==> config.mk <==
export PLATFORM = sky130hd
export DESIGN_NAME = pwm_quad
export DESIGN_NICKNAME = d
export VERILOG_FILES = /design/src/rtl/pwm_quad_pkg.sv /design/src/rtl/pwm_quad_regs.sv /design/src/rtl/pwm_quad_presc.sv /design/src/rtl/pwm_quad_chan.sv /design/src/rtl/pwm_quad.sv
export SDC_FILE = /design/constraint.sdc
export NUM_CORES = 1
export LEC_CHECK = 0
export BUFFER_PORTS_ARGS = -buffer_cell sky130_fd_sc_hd__buf_4
export CAP_MARGIN = 20
export CORE_ASPECT_RATIO = 1.5
export CORE_MARGIN = 1.5
export CORE_UTILIZATION = 44
export CTS_CLUSTER_DIAMETER = 80
export CTS_CLUSTER_SIZE = 20
export DETAILED_ROUTE_END_ITERATION = 12
export SLEW_MARGIN = 20
export SYNTH_ARGS = -nofsm -noshare
export SYNTH_HDL_FRONTEND = slang
export SYNTH_SLANG_ARGS = --single-unit
==> constraint.sdc <==
create_clock -name clk -period 19.93 [get_ports clk]
set_input_delay 0 -clock clk [delete_from_list [all_inputs] [get_ports clk]]
set_output_delay 0 -clock clk [all_outputs]
set_load 0.05 [all_outputs]
==> src/rtl/pwm_quad_pkg.sv <==
package pwm_quad_pkg;

  // Field layout of the configuration word.
  localparam int CFG_TB_LSB   = 0;
  localparam int CFG_DUTY_LSB = 16;

  // Lowest bit of channel n's select field: the selects sit just above the run bits.
  function automatic int sel_lsb(input int nch, input int sel_w, input int n);
    return nch + sel_w * n;
  endfunction

endpackage

==> src/rtl/pwm_quad_regs.sv <==
module pwm_quad_regs
  import pwm_quad_pkg::*;
#(
  parameter int NUM_CH = 4,
  parameter int TB_W   = 8,
  parameter int DUTY_W = 16,
  parameter int DATA_W = 32,
  parameter int ADDR_W = 3,
  parameter int SEL_W  = 2
) (
  input  logic                               clk,
  input  logic                               rst_n,
  input  logic                               we,
  input  logic [ADDR_W-1:0]                  addr,
  input  logic [DATA_W-1:0]                  wdata,
  output logic [DATA_W-1:0]                  rdata,
  output logic [NUM_CH-1:0]                  run_q,
  output logic [NUM_CH-1:0][SEL_W-1:0]       sel_q,
  output logic [NUM_CH-1:0][TB_W-1:0]        tb_q,
  output logic [NUM_CH-1:0][DUTY_W-1:0]      duty_q,
  output logic [NUM_CH-1:0][SEL_W-1:0]       sel_d,
  output logic [NUM_CH-1:0][TB_W-1:0]        tb_d,
  output logic [NUM_CH-1:0][DUTY_W-1:0]      duty_d
);

  logic              ctrl_en;
  logic [NUM_CH-1:0] cfg_en;
  logic [NUM_CH-1:0] run_d;
  logic              unused_wdata;

  assign unused_wdata = ^wdata;

  // Next state for every register, together with its write enable.
  always_comb begin
    ctrl_en = we && (addr == '0);
    run_d   = ctrl_en ? wdata[NUM_CH-1:0] : run_q;
    for (int n = 0; n < NUM_CH; n++) begin
      cfg_en[n] = we && (addr == ADDR_W'(n + 1));
      sel_d[n]  = ctrl_en   ? wdata[sel_lsb(NUM_CH, SEL_W, n) +: SEL_W] : sel_q[n];
      tb_d[n]   = cfg_en[n] ? wdata[CFG_TB_LSB +: TB_W]                : tb_q[n];
      duty_d[n] = cfg_en[n] ? wdata[CFG_DUTY_LSB +: DUTY_W]            : duty_q[n];
    end
  end

  always_ff @(posedge clk or negedge rst_n) begin
    if (!rst_n) begin
      run_q  <= '0;
      sel_q  <= '0;
      tb_q   <= '0;
      duty_q <= '0;
    end else begin
      if (ctrl_en) begin
        run_q <= run_d;
        sel_q <= sel_d;
      end
      for (int n = 0; n < NUM_CH; n++) begin
        if (cfg_en[n]) begin
          tb_q[n]   <= tb_d[n];
          duty_q[n] <= duty_d[n];
        end
      end
    end
  end

  // Combinational read mux; any unmapped word or bit reads as zero.
  always_comb begin
    rdata = '0;
    if (addr == '0) begin
      rdata[NUM_CH-1:0] = run_q;
      for (int n = 0; n < NUM_CH; n++) begin
        rdata[sel_lsb(NUM_CH, SEL_W, n) +: SEL_W] = sel_q[n];
      end
    end
    for (int n = 0; n < NUM_CH; n++) begin
      if (addr == ADDR_W'(n + 1)) begin
        rdata[CFG_TB_LSB +: TB_W]     = tb_q[n];
        rdata[CFG_DUTY_LSB +: DUTY_W] = duty_q[n];
      end
    end
  end

endmodule

==> src/rtl/pwm_quad_presc.sv <==
module pwm_quad_presc #(
  parameter int STAGES  = 2,
  parameter int STAGE_W = 3
) (
  input  logic              clk,
  input  logic              rst_n,
  input  logic              clr,
  input  logic              run,
  input  logic [STAGES-1:0] sel,
  output logic              tick
);

  logic [STAGES:0] chain;

  assign chain[0] = run;

  // Stage s divides by 2**(STAGE_W << s) when its select bit is set, and passes straight through otherwise.
  generate
    for (genvar s = 0; s < STAGES; s++) begin : g_stage
      localparam int W = STAGE_W << s;
      logic [W-1:0] c_q;
      logic [W-1:0] c_d;
      logic         adv;

      assign adv          = sel[s] && chain[s];
      assign chain[s + 1] = sel[s] ? (chain[s] && (&c_q)) : chain[s];

      always_comb c_d = clr ? '0 : (c_q + W'(1));

      always_ff @(posedge clk or negedge rst_n) begin
        if (!rst_n) begin
          c_q <= '0;
        end else if (clr || adv) begin
          c_q <= c_d;
        end
      end
    end
  endgenerate

  assign tick = chain[STAGES];

endmodule

==> src/rtl/pwm_quad_chan.sv <==
module pwm_quad_chan #(
  parameter int TB_W     = 8,
  parameter int DUTY_W   = 16,
  parameter int SEL_W    = 2,
  parameter int STAGE_W  = 3
) (
  input  logic              clk,
  input  logic              rst_n,
  input  logic              run,
  input  logic [TB_W-1:0]   cfg_tb,
  input  logic [DUTY_W-1:0] cfg_duty,
  input  logic [SEL_W-1:0]  cfg_sel,
  output logic              pwm_o
);

  logic [TB_W-1:0]   cnt_q, cnt_d;
  logic [TB_W-1:0]   tb_q, tb_d;
  logic [DUTY_W-1:0] duty_q, duty_d;
  logic [SEL_W-1:0]  sel_q, sel_d;
  logic              tick;
  logic              last_step;
  logic              load;

  pwm_quad_presc #(
    .STAGES  (SEL_W),
    .STAGE_W (STAGE_W)
  ) u_presc (
    .clk   (clk),
    .rst_n (rst_n),
    .clr   (load),
    .run   (run),
    .sel   (sel_q),
    .tick  (tick)
  );

  // Working settings are copied from the register side only when stopped, when the period is empty, or at the final step.
  always_comb begin
    last_step = (cnt_q == (tb_q - TB_W'(1)));
    load      = !run || (tb_q == '0) || (tick && last_step);
    if (load) begin
      cnt_d  = '0;
      tb_d   = cfg_tb;
      duty_d = cfg_duty;
      sel_d  = cfg_sel;
    end else begin
      cnt_d  = cnt_q + TB_W'(1);
      tb_d   = tb_q;
      duty_d = duty_q;
      sel_d  = sel_q;
    end
  end

  always_ff @(posedge clk or negedge rst_n) begin
    if (!rst_n) begin
      cnt_q  <= '0;
      tb_q   <= '0;
      duty_q <= '0;
      sel_q  <= '0;
    end else begin
      if (load || tick) begin
        cnt_q <= cnt_d;
      end
      if (load) begin
        tb_q   <= tb_d;
        duty_q <= duty_d;
        sel_q  <= sel_d;
      end
    end
  end

  assign pwm_o = run && (tb_q != '0) && (DUTY_W'(cnt_q) < duty_q);

endmodule

==> src/rtl/pwm_quad.sv <==
module pwm_quad #(
  parameter int NUM_CH     = 4,
  parameter int TB_W       = 8,
  parameter int DUTY_W     = 16,
  parameter int DATA_W     = 32,
  parameter int ADDR_W     = 3,
  parameter int PS_STAGES  = 2,
  parameter int PS_STAGE_W = 3
) (
  input  logic              clk,
  input  logic              rst_n,
  input  logic              bus_we,
  input  logic [ADDR_W-1:0] bus_addr,
  input  logic [DATA_W-1:0] bus_wdata,
  output logic [DATA_W-1:0] bus_rdata,
  output logic [NUM_CH-1:0] pwm_out
);

  localparam int SEL_W = PS_STAGES;

  logic [1:0]                        rst_pipe;
  logic                              rst_sync_n;
  logic [NUM_CH-1:0]                 run_q;
  logic [NUM_CH-1:0][SEL_W-1:0]      sel_q, sel_d;
  logic [NUM_CH-1:0][TB_W-1:0]       tb_q, tb_d;
  logic [NUM_CH-1:0][DUTY_W-1:0]     duty_q, duty_d;

  // Reset is asserted asynchronously and released two edges later, in step with the clock.
  always_ff @(posedge clk or negedge rst_n) begin
    if (!rst_n) begin
      rst_pipe <= '0;
    end else begin
      rst_pipe <= {rst_pipe[0], 1'b1};
    end
  end
  assign rst_sync_n = rst_pipe[1];

  pwm_quad_regs #(
    .NUM_CH (NUM_CH),
    .TB_W   (TB_W),
    .DUTY_W (DUTY_W),
    .DATA_W (DATA_W),
    .ADDR_W (ADDR_W),
    .SEL_W  (SEL_W)
  ) u_regs (
    .clk    (clk),
    .rst_n  (rst_sync_n),
    .we     (bus_we),
    .addr   (bus_addr),
    .wdata  (bus_wdata),
    .rdata  (bus_rdata),
    .run_q  (run_q),
    .sel_q  (sel_q),
    .tb_q   (tb_q),
    .duty_q (duty_q),
    .sel_d  (sel_d),
    .tb_d   (tb_d),
    .duty_d (duty_d)
  );

  generate
    for (genvar n = 0; n < NUM_CH; n++) begin : g_ch
      pwm_quad_chan #(
        .TB_W    (TB_W),
        .DUTY_W  (DUTY_W),
        .SEL_W   (SEL_W),
        .STAGE_W (PS_STAGE_W)
      ) u_chan (
        .clk      (clk),
        .rst_n    (rst_sync_n),
        .run      (run_q[n]),
        .cfg_tb   (tb_d[n]),
        .cfg_duty (duty_d[n]),
        .cfg_sel  (sel_d[n]),
        .pwm_o    (pwm_out[n])
      );
    end
  endgenerate

endmodule

* After elaboration in Yosys (flattened, before gate mapping)
Index checks and enable logic that the tools add are counted.
Storage, ports and cells: register bits after elaboration 282, input port bits 38, output and inout bits 36, logic and storage cells 181
Operators by class: add/subtract/negate cells 16, magnitude comparators 4, eq/ne operators 8, mux-type cells 41, reduce and logical (&&, ||, !) cells 74
Operators by type and width (count):
- 16-bit 2-to-1 mux | 8
- 8-bit 2-to-1 mux | 12
- 8-bit by 16-bit less-than comparator with 1-bit output | 4
- 1-bit logical AND | 33
- 8-bit by 1-bit adder with 8-bit output (second input constant) | 4
- 8-bit == test | 4
- 8-bit zero test | 4
- 8-bit nonzero test | 4
- 8-bit by 1-bit subtractor with 8-bit output (second input constant) | 4
- 6-bit by 1-bit adder with 6-bit output (second input constant) | 4
- 6-bit 2-to-1 mux | 4
- 6-bit AND reduction | 4
- 1-bit logical OR | 20
- 3-bit by 1-bit adder with 3-bit output (second input constant) | 4
- 12-bit 2-to-1 mux | 1
- 3-bit 2-to-1 mux | 4
- 3-bit AND reduction | 4
- 1-bit 2-to-1 mux | 8
- 2-bit 2-to-1 mux | 4
- 3-bit by 2-bit == test with 1-bit output (second input constant) | 2
- 1-bit zero test | 4
- 3-bit by 1-bit == test with 1-bit output (second input constant) | 1
- 3-bit == test (second input constant) | 1
- 3-bit zero test | 1

* Depth between registers and ports, before layout
Gate-level depths: netlist (run 1).
word-level depth 8, depth in mapped cells 9, mapped depth without buffers 8

* Modules after synthesis
Synthesis (run 1) repeated with hierarchy kept, for this count alone.
Unflattened totals: cells, all modules 1286, area, all modules 15859.0 um^2
By module, submodules not included:
- pwm_quad_regs | times used 1, cells each 463, area each 6204.7 um^2, seq. area each 2702.6 um^2
- pwm_quad_chan (g_ch[0].u_chan ...) | times used 3, cells each 153, area each 1899.3 um^2, seq. area each 850.8 um^2
- pwm_quad_presc | times used 4, cells each 52, area each 500.5 um^2, seq. area each 225.2 um^2
- pwm_quad_chan (g_ch[3].u_chan) | times used 1, cells each 153, area each 1900.6 um^2, seq. area each 850.8 um^2
- pwm_quad | times used 1, cells each 3, area each 53.8 um^2, seq. area each 50.0 um^2

* Worst setup path after synthesis (run 1)
No wires, ideal clock.
kind flip-flop to flip-flop, from register g_ch[1].u_chan.u_presc.g_stage[0].c_q[0], to register g_ch[1].u_chan.duty_q[0], library setup time 133 ps, arrival 1972 ps, required time 19797 ps, setup slack 17825 ps, cell stages (with the launch flop) 9, buffers on the path 1, period minus slack after synthesis 2105 ps, cells stage by stage dfrtp_1 > ha_1 > ha_1 > o21a_1 > a21boi_2 > and4_1 > a21oi_2 > buf_6 > a221oi_2
On the way: cells in the longest elaborated chain, start to end 7
RTL lines:
- start: declaration | RTL line pwm_quad_presc.sv:21 | logic [W-1:0] c_q;
- start signal: assignment | RTL line pwm_quad_presc.sv:32 | c_q <= '0;
- start signal: assignment | RTL line pwm_quad_presc.sv:34 | c_q <= c_d;
- 3-bit AND reduction (*) | RTL line pwm_quad_presc.sv:26 | assign chain[s + 1] = sel[s] ? (chain[s] && (&c_q)) : chain[s];
- 1-bit logical AND (*) | RTL line pwm_quad_presc.sv:26
- 1-bit 2-to-1 mux (*) | RTL line pwm_quad_presc.sv:26
- 1-bit logical AND | RTL line pwm_quad_presc.sv:26
- 1-bit 2-to-1 mux (*) | RTL line pwm_quad_presc.sv:26
- 1-bit logical AND (*) | RTL line pwm_quad_chan.sv:39 | load = !run || (tb_q == '0) || (tick && last_step);
- 1-bit logical OR (*) | RTL line pwm_quad_chan.sv:39
- end signal: assignment | RTL line pwm_quad_chan.sv:65 | duty_q <= duty_d;
- end: declaration | RTL line pwm_quad_chan.sv:18 | logic [DUTY_W-1:0] duty_q, duty_d;
Every way passes the cells marked *; elsewhere a longest branch is shown, timed or not. A chain may end at the register's enable or synchronous reset.

* Final worst setup path (run 1)
from register g_ch[3].u_chan.tb_q[0], to register g_ch[3].u_chan.cnt_q[4]
On the way: cells in the longest elaborated chain, start to end 5, elaborated cells between the ends (all ways) 8, those cells by class 1 x add/sub; 1 x eq/ne; 1 x mux; 5 x reduce/logical
RTL lines:
- start: declaration | RTL line pwm_quad_chan.sv:17 | logic [TB_W-1:0] tb_q, tb_d;
- start signal: assignment | RTL line pwm_quad_chan.sv:64 | tb_q <= tb_d;
- 8-bit by 1-bit subtractor with 8-bit output | RTL line pwm_quad_chan.sv:38 | last_step = (cnt_q == (tb_q - TB_W'(1)));
- 8-bit == test | RTL line pwm_quad_chan.sv:38
- 1-bit logical AND | RTL line pwm_quad_chan.sv:39
- 1-bit logical OR (*) | RTL line pwm_quad_chan.sv:39
- 8-bit 2-to-1 mux or 1-bit logical OR (tied branches) | RTL line pwm_quad_chan.sv:40, pwm_quad_chan.sv:60
- end signal: assignment | RTL line pwm_quad_chan.sv:61 | cnt_q <= cnt_d;
- end: declaration | RTL line pwm_quad_chan.sv:16 | logic [TB_W-1:0] cnt_q, cnt_d;
Marks and branches as above.

==> impl_metrics.env, run 1 <==
export IMPL_status="completed"
export IMPL_grt_pass1_wl_um=60600
export IMPL_ys_async_sr_fraction_pct=100
export IMPL_syn_area_mm2=0.0154
export IMPL_syn_instance_count=1460
export IMPL_worst_setup_path_type="reg2reg"
export IMPL_crit_slowest_cell="nand4_4"
export IMPL_met3_length_um=906
export IMPL_htreeDepth=1
export IMPL_rows=83
export IMPL_setup_viol=0
export IMPL_netlist_top_cells_area="dfrtp_1, mux2i_1, nor2_1, a221oi_2, ha_1"
export IMPL_r2r_end="g_ch[3].u_chan.cnt_q[4]"
export IMPL_place_area_mm2=0.0160
export IMPL_die_w_um=156
export IMPL_portBuffers=65
export IMPL_antenna_found_initial=0
export IMPL_initial_utilization_pct=44.8
export IMPL_cp_data_required_time_ns=20.32
export IMPL_synth_area_leader_cell="dfrtp_1"
export IMPL_crit_fanout=26
export IMPL_fin_cells=1938
export IMPL_yosysMostFrequentCell="dfrtp_1"
export IMPL_holdPathEnd="u_regs.duty_q[21]"
export IMPL_area_growth_pct=10.1
export IMPL_cts_tree="built"
export IMPL_vias=10743
export IMPL_min_path_type="in2reg"
export IMPL_path_clk_slew_ns=0.09
export IMPL_ys_warnings_count=0
export IMPL_hpwl_um=27800
export IMPL_drc=0
export IMPL_avgViaCountPerCell=5.54
export IMPL_nets=1598
export IMPL_antennaDiodeCount=0
export IMPL_grt_overflow=0
export IMPL_end_kind="flip-flop"
export IMPL_grt_pass1_vias=10924
export IMPL_cts_path_max_buffers=3
export IMPL_grt_total_usage_pct=21.4
export IMPL_crit_chain="inv_1 > ha_1 > or3_1 > a31oi_1 > nand4_4 > nand2_2 > nor2_1"
export IMPL_clk_insertion_delay_late_ns=0.52
export IMPL_rsz0062_at_grt="false"
export IMPL_power_density_mw_per_mm2=124
export IMPL_dp_cells=1880
export IMPL_slew_headroom_pct=24.2
export IMPL_min_period_ns=2.81
export IMPL_synth_main_ff_cell="dfrtp_1"
export IMPL_regToRegSetupSlack_ns=17.12
export IMPL_numCtsBuffers=18
export IMPL_avgSynthCellArea_um2=10.5
export IMPL_dp_slack_ns=16.86
export IMPL_synth_edf_count=0
export IMPL_final_antenna_net_count=0
export IMPL_yosys_area_top_type_share_pct=46.0
export IMPL_cts_root_buf="clkbuf_16"
export IMPL_fin_skew_ns=0.0158
export IMPL_worstMarginPinSlew_ns=1.13
export IMPL_drt_iter0_markers=479
export IMPL_hold_start="bus_we"
export IMPL_die_y_um=232
export IMPL_worst_hold_slack_ns=0.139
export IMPL_final_hold_viol_count=0
export IMPL_wirelength_um=38000
export IMPL_max_stage_delay_ns=0.54
export IMPL_fmax_mhz=355
export IMPL_setup_ws_ns=17.12
export IMPL_grt_max_degree=79
export IMPL_fin_tns_setup_ns=0
export IMPL_ys_types=73
export IMPL_place_gp_congestion=0.861
export IMPL_p_total_mw=2.09
export IMPL_wl_per_cell_um=19.6
export IMPL_wl_met2_um=19200
export IMPL_leakagePower_nw=7.58
export IMPL_drive_above_1_share_pct=17.8
export IMPL_die_area_mm2=0.0361
export IMPL_core_mm2=0.0343
export IMPL_drt_met1_wl_um=15900
export IMPL_report_final_slew_viol_count=0
export IMPL_clock_sinks=282
export IMPL_arrival_ns=3.20
export IMPL_synth_seq_cells=282
export IMPL_top_layer="met4"
export IMPL_hold_path_depth=4
export IMPL_utilization_pct=49.3
export IMPL_maxCapViolations=0
export IMPL_irDropWorstVdd_mv=0.0518
export IMPL_fin_area_mm2=0.0169
export IMPL_ios=74
export IMPL_timing_final_crit_share_pct=14.1
export IMPL_r2r_start="g_ch[3].u_chan.tb_q[0]"
export IMPL_first_pass_iters=4
export IMPL_ys_top_cells_by_count="dfrtp_1, nor2_1, inv_1"
export IMPL_setup_worst_path_start_class="flip-flop"
export IMPL_rr_worst_depth=7
export IMPL_yosysSeqAreaShare_pct=46.0
worst max-delay path by stage:
| stage | start | end | slack [ns] | depth (start not counted) |
|---|---|---|---|---|
| after global routing | rst_pipe[1] | g_ch[1].u_chan.u_presc.g_stage[1].c_q[0] | 16.87 | 3 |
| after global placement | rst_pipe[1] | g_ch[1].u_chan.u_presc.g_stage[1].c_q[2] | 16.86 | 2 |
| after CTS | rst_pipe[1] | g_ch[1].u_chan.u_presc.g_stage[1].c_q[0] | 16.83 | 2 |
| after detailed placement | rst_pipe[1] | g_ch[1].u_chan.u_presc.g_stage[1].c_q[0] | 16.86 | 2 |
| after floorplan | rst_pipe[1] | g_ch[0].u_chan.cnt_q[0] | 11.49 | 0 |
| final | g_ch[3].u_chan.tb_q[0] | g_ch[3].u_chan.cnt_q[4] | 17.12 | 7 |
layout by cell type, fill, tap and decap left out, types with 4 or more instances in the layout:
cell           instances
dfrtp_1              281
nor2_1               201
inv_1                129
a21oi_1              101
mux2i_1               87
buf_4                 78
mux2_2                57
ha_1                  52
xnor2_1               50
a221oi_2              49
xor2_1                42
nand2_1               34
dlygate4sd3_1         30
o22ai_1               24
a22oi_1               23
nand3_1               21
o21ai_0               21
clkbuf_16             19
a21oi_2               18
nor2b_1               15
and3_1                15
nand4_1               15
nor3_1                13
and2_1                 9
o21a_1                 9
nor4_1                 8
a31oi_1                7
a211oi_1               5
and4_1                 5
conb_1                 5
o41ai_1                4
nor4_2                 4
nand3b_1               4
o21ai_1                4
and3b_1                4
or3_1                  4
a31o_2                 4
nand2_2                4
sequential cells by signal, summed over array words and instances, names as in the netlist:
| name | count |
|---|---|
| u_regs.sel_q | 8 |
| u_regs.tb_q | 32 |
| rst_pipe | 2 |
| g_ch.u_chan.cnt_q | 32 |
| g_ch.u_chan.sel_q | 8 |
| g_ch.u_chan.duty_q | 64 |
| u_regs.duty_q | 64 |
| u_regs.run_q | 4 |
| g_ch.u_chan.u_presc.g_stage.c_q | 36 |
| g_ch.u_chan.tb_q | 32 |
cells by family after synthesis:
group           count (synthesis)  synth area share [%]
simple gates                  377                  12.2
compound gates                292                  15.3
flops                         282                  46.0
buf+inv                       215                  6.73
mux                           146                  10.1
xor+xnor                       94                  5.46
fa+ha+maj                      52                  4.24
other cells                     2                0.0489
power breakdown:
part,internal [mW],switching [mW]
logic,0.333,0.481
clock network,0.179,0.200
registers,0.739,0.155
final cells by class:
type | count | area (um^2)
Timing Repair Buffer | 111 | 968
Fill cell | 3183 | 17400
Clock inverter | 2 | 18.8
Multi-Input combinational cell | 966 | 7340
Sequential cell | 282 | 7060
Tap cell | 425 | 532
Clock buffer | 23 | 500
Inverter | 129 | 484
worst max-delay path, delay by kind of cell (launching register included):
kind / cells / cell delay, ns
compound gates: 1 / 0.36
fa+ha+maj: 1 / 0.26
buf+inv: 1 / 0.08
flops: 1 / 0.43
simple gates: 4 / 1.54
layer usage:
metal	track usage (%)	vias up
li1	-	5158
met2	37.3	176
met5	0	-
met4	10.7	0
met1	26.4	5333
met3	1.87	76
what timing repair did:
| action | 4_1_cts | 5_1_grt |
|---|---|---|
| hold endpoints to repair | 186 | 0 |
| buffers inserted | 0 | 0 |
| gates resized for setup | 0 | 0 |
| hold buffers | 30 | 0 |
Note: power is estimated with default switching activity, not from simulation.
==> inputs of run 2 (changes only) <==
- clock period: 19.93 -> 2.4 ns (I/O delays scaled with it)
==> run 2 against run 1 <==
Against the previous run:
- first-iteration DRC count rose by 28%
- hold slack lost 0.054 ns
- sequential power grew to 8.2 times the previous value
- die area unchanged
- combinational power grew to 9.6 times the previous value
- setup slack worse by 17 ns
- count of clock-buffer cells in the layout unchanged
- global-route usage up 0.94 points
==> impl_metrics.env, run 2 (synthesis gave the netlist of run 1 again) <==
export IMPL_r2r_start="g_ch[0].u_chan.tb_q[2]"
export IMPL_end_kind="output pin"
export IMPL_drive_above_1_share_pct=25.4
export IMPL_crit_fanout=4
export IMPL_rr_worst_depth=9
export IMPL_antennaDiodeCount=0
export IMPL_initial_utilization_pct=44.8
export IMPL_fillerInstances=3073
export IMPL_use_met1_pct=26.9
export IMPL_report_final_slew_viol_count=0
export IMPL_grt_pass1_vias=11559
export IMPL_drt_iter0_markers=615
export IMPL_place_gp_congestion=0.855
export IMPL_grt_total_usage_pct=22.3
export IMPL_fin_skew_ns=0.0114
export IMPL_cts_root_buf="clkbuf_16"
export IMPL_power_density_mw_per_mm2=1030
export IMPL_rows=83
export IMPL_fmax_mhz=429
export IMPL_antenna_found_initial=0
export IMPL_grt_max_degree=71
export IMPL_mostFrequentLayoutCells="dfrtp_1, nor2_1, buf_4, inv_1, a21oi_1"
export IMPL_portBuffers=65
export IMPL_busiest_layer="met2"
export IMPL_setup_viol=0
export IMPL_dp_slack_ns=-0.221
export IMPL_setup_ws_ns=0.0683
export IMPL_timing_final_crit_share_pct=97.2
export IMPL_ios=74
export IMPL_maxCapViolations=0
export IMPL_grt_pass1_wl_um=63400
export IMPL_avgViaCountPerCell=5.51
export IMPL_regToRegSetupSlack_ns=0.09
export IMPL_die_w_um=156
export IMPL_worst_hold_slack_ns=0.0844
export IMPL_die_y_um=232
export IMPL_arrival_ns=2.33
export IMPL_dp_cells=1933
export IMPL_cts_tree="built"
export IMPL_status="completed"
export IMPL_core_mm2=0.0343
export IMPL_clock_sinks=282
export IMPL_use_met3_pct=1.81
export IMPL_r2r_end="g_ch[0].u_chan.sel_q[1]"
export IMPL_final_common_cell="dfrtp_1"
export IMPL_hold_path_depth=4
export IMPL_reg_top3="g_ch.u_chan.duty_q x64, u_regs.duty_q x64, g_ch.u_chan.u_presc.g_stage.c_q x36"
export IMPL_holdPathEnd="u_regs.duty_q[19]"
export IMPL_final_hold_viol_count=0
export IMPL_fin_cells=2031
export IMPL_min_period_ns=2.33
export IMPL_clk_insertion_delay_late_ns=0.52
export IMPL_slew_headroom_pct=50.4
export IMPL_htreeDepth=1
export IMPL_leakagePower_nw=8.12
export IMPL_numCtsBuffers=18
export IMPL_min_path_type="in2reg"
export IMPL_irDropWorstVdd_mv=0.451
export IMPL_hpwl_um=28900
export IMPL_setup_worst_path_start_class="flip-flop"
export IMPL_wl_per_cell_um=19.6
export IMPL_vias=11189
export IMPL_nets=1691
export IMPL_place_area_mm2=0.0165
export IMPL_cts_path_max_buffers=3
export IMPL_cp_data_required_time_ns=2.40
export IMPL_area_growth_pct=17.0
export IMPL_hold_start="bus_we"
export IMPL_worstMarginPinSlew_ns=0.745
export IMPL_fin_area_mm2=0.0180
export IMPL_drc=0
export IMPL_first_pass_iters=4
export IMPL_path_clk_slew_ns=0.08
export IMPL_worst_setup_path_type="reg2out"
export IMPL_wirelength_um=39800
export IMPL_final_antenna_net_count=0
export IMPL_grt_overflow=0
export IMPL_die_area_mm2=0.0361
export IMPL_use_met2_pct=40.9
## run 2: cell count changes in the layout (fill, tap and decap cells not counted), moves of 9 or more
cell / delta
buf_4: +75
dfrtp_1: -19
dfrtp_2: +19
buf_12: +13
o21ai_0: -13
o21ai_1: +9
## run 2: per-stage QoR
step / TNS [ns] / util, % / total power, mW
2_1_floorplan: -116.36 / - / 12.7
3_3_place_gp: -4.29 / 48.3 / 14.5
3_5_place_dp: -5.49 / 48.3 / 14.7
4_1_cts: -0.244 / 51.4 / 18.4
5_1_grt: -0.0787 / 52.4 / 19.7
6_report: 0 / 52.4 / 18.5
## run 2: power by group
group	switching (mW)	internal [mW]	leakage, nW
Clock	1.66	1.59	0.265
Combinational	4.41	3.43	4.38
Sequential	1.21	6.16	3.48
## run 2: worst max path at each step
stage	end	startpoint	slack (ns)
2_1_floorplan	g_ch[0].u_chan.cnt_q[0]	rst_pipe[1]	-0.42
6_report	pwm_out[1]	g_ch[1].u_chan.tb_q[2]	0.07
5_1_grt	g_ch[0].u_chan.duty_q[15]	g_ch[0].u_chan.tb_q[2]	-0.03
4_1_cts	pwm_out[2]	g_ch[2].u_chan.tb_q[0]	-0.14
3_5_place_dp	g_ch[1].u_chan.duty_q[15]	g_ch[1].u_chan.u_presc.g_stage[0].c_q[0]	-0.22
3_3_place_gp	g_ch[1].u_chan.duty_q[15]	g_ch[1].u_chan.u_presc.g_stage[0].c_q[0]	-0.18
## run 2: layout make-up
class                   instances  area, um^2  share of cell area (%)
repair buffers                202        1800                    10.0
clock inverters                 2        41.3                   0.230
well taps                     425         532                    2.96
flip-flops and latches        282        7080                    39.4
clock buffers                  23         500                    2.78
multi-input cells             968        7540                    41.9
inverters                     129         484                    2.69
## run 2: metal layers
metal / part of all wire, % / wire [um] / vias up
met2: 52 / 20800 / 171
met3: 2.3 / 910 / 72
met4: 4.0 / 1600 / 0
met1: 41 / 16400 / 5598
li1: - / - / 5348
met5: 0 / 0 / -
## run 2: worst max-delay path: stages (launching register included)
cell and delay [ns]:
dfrtp_2 0.44, buf_6 0.12, or4_4 0.50, o41a_1 0.38, o21ai_2 0.08, o41ai_2 0.09, buf_4 0.20
## run 2: timing repair
action                                  CTS  global route
endpoints found under the setup margin   54            53
pin swaps                                18            23
endpoints found under the hold margin   185             0
cloned                                    3             0
hold buffers                             30             0
resized for setup                        15            59
buffers inserted                         13            29
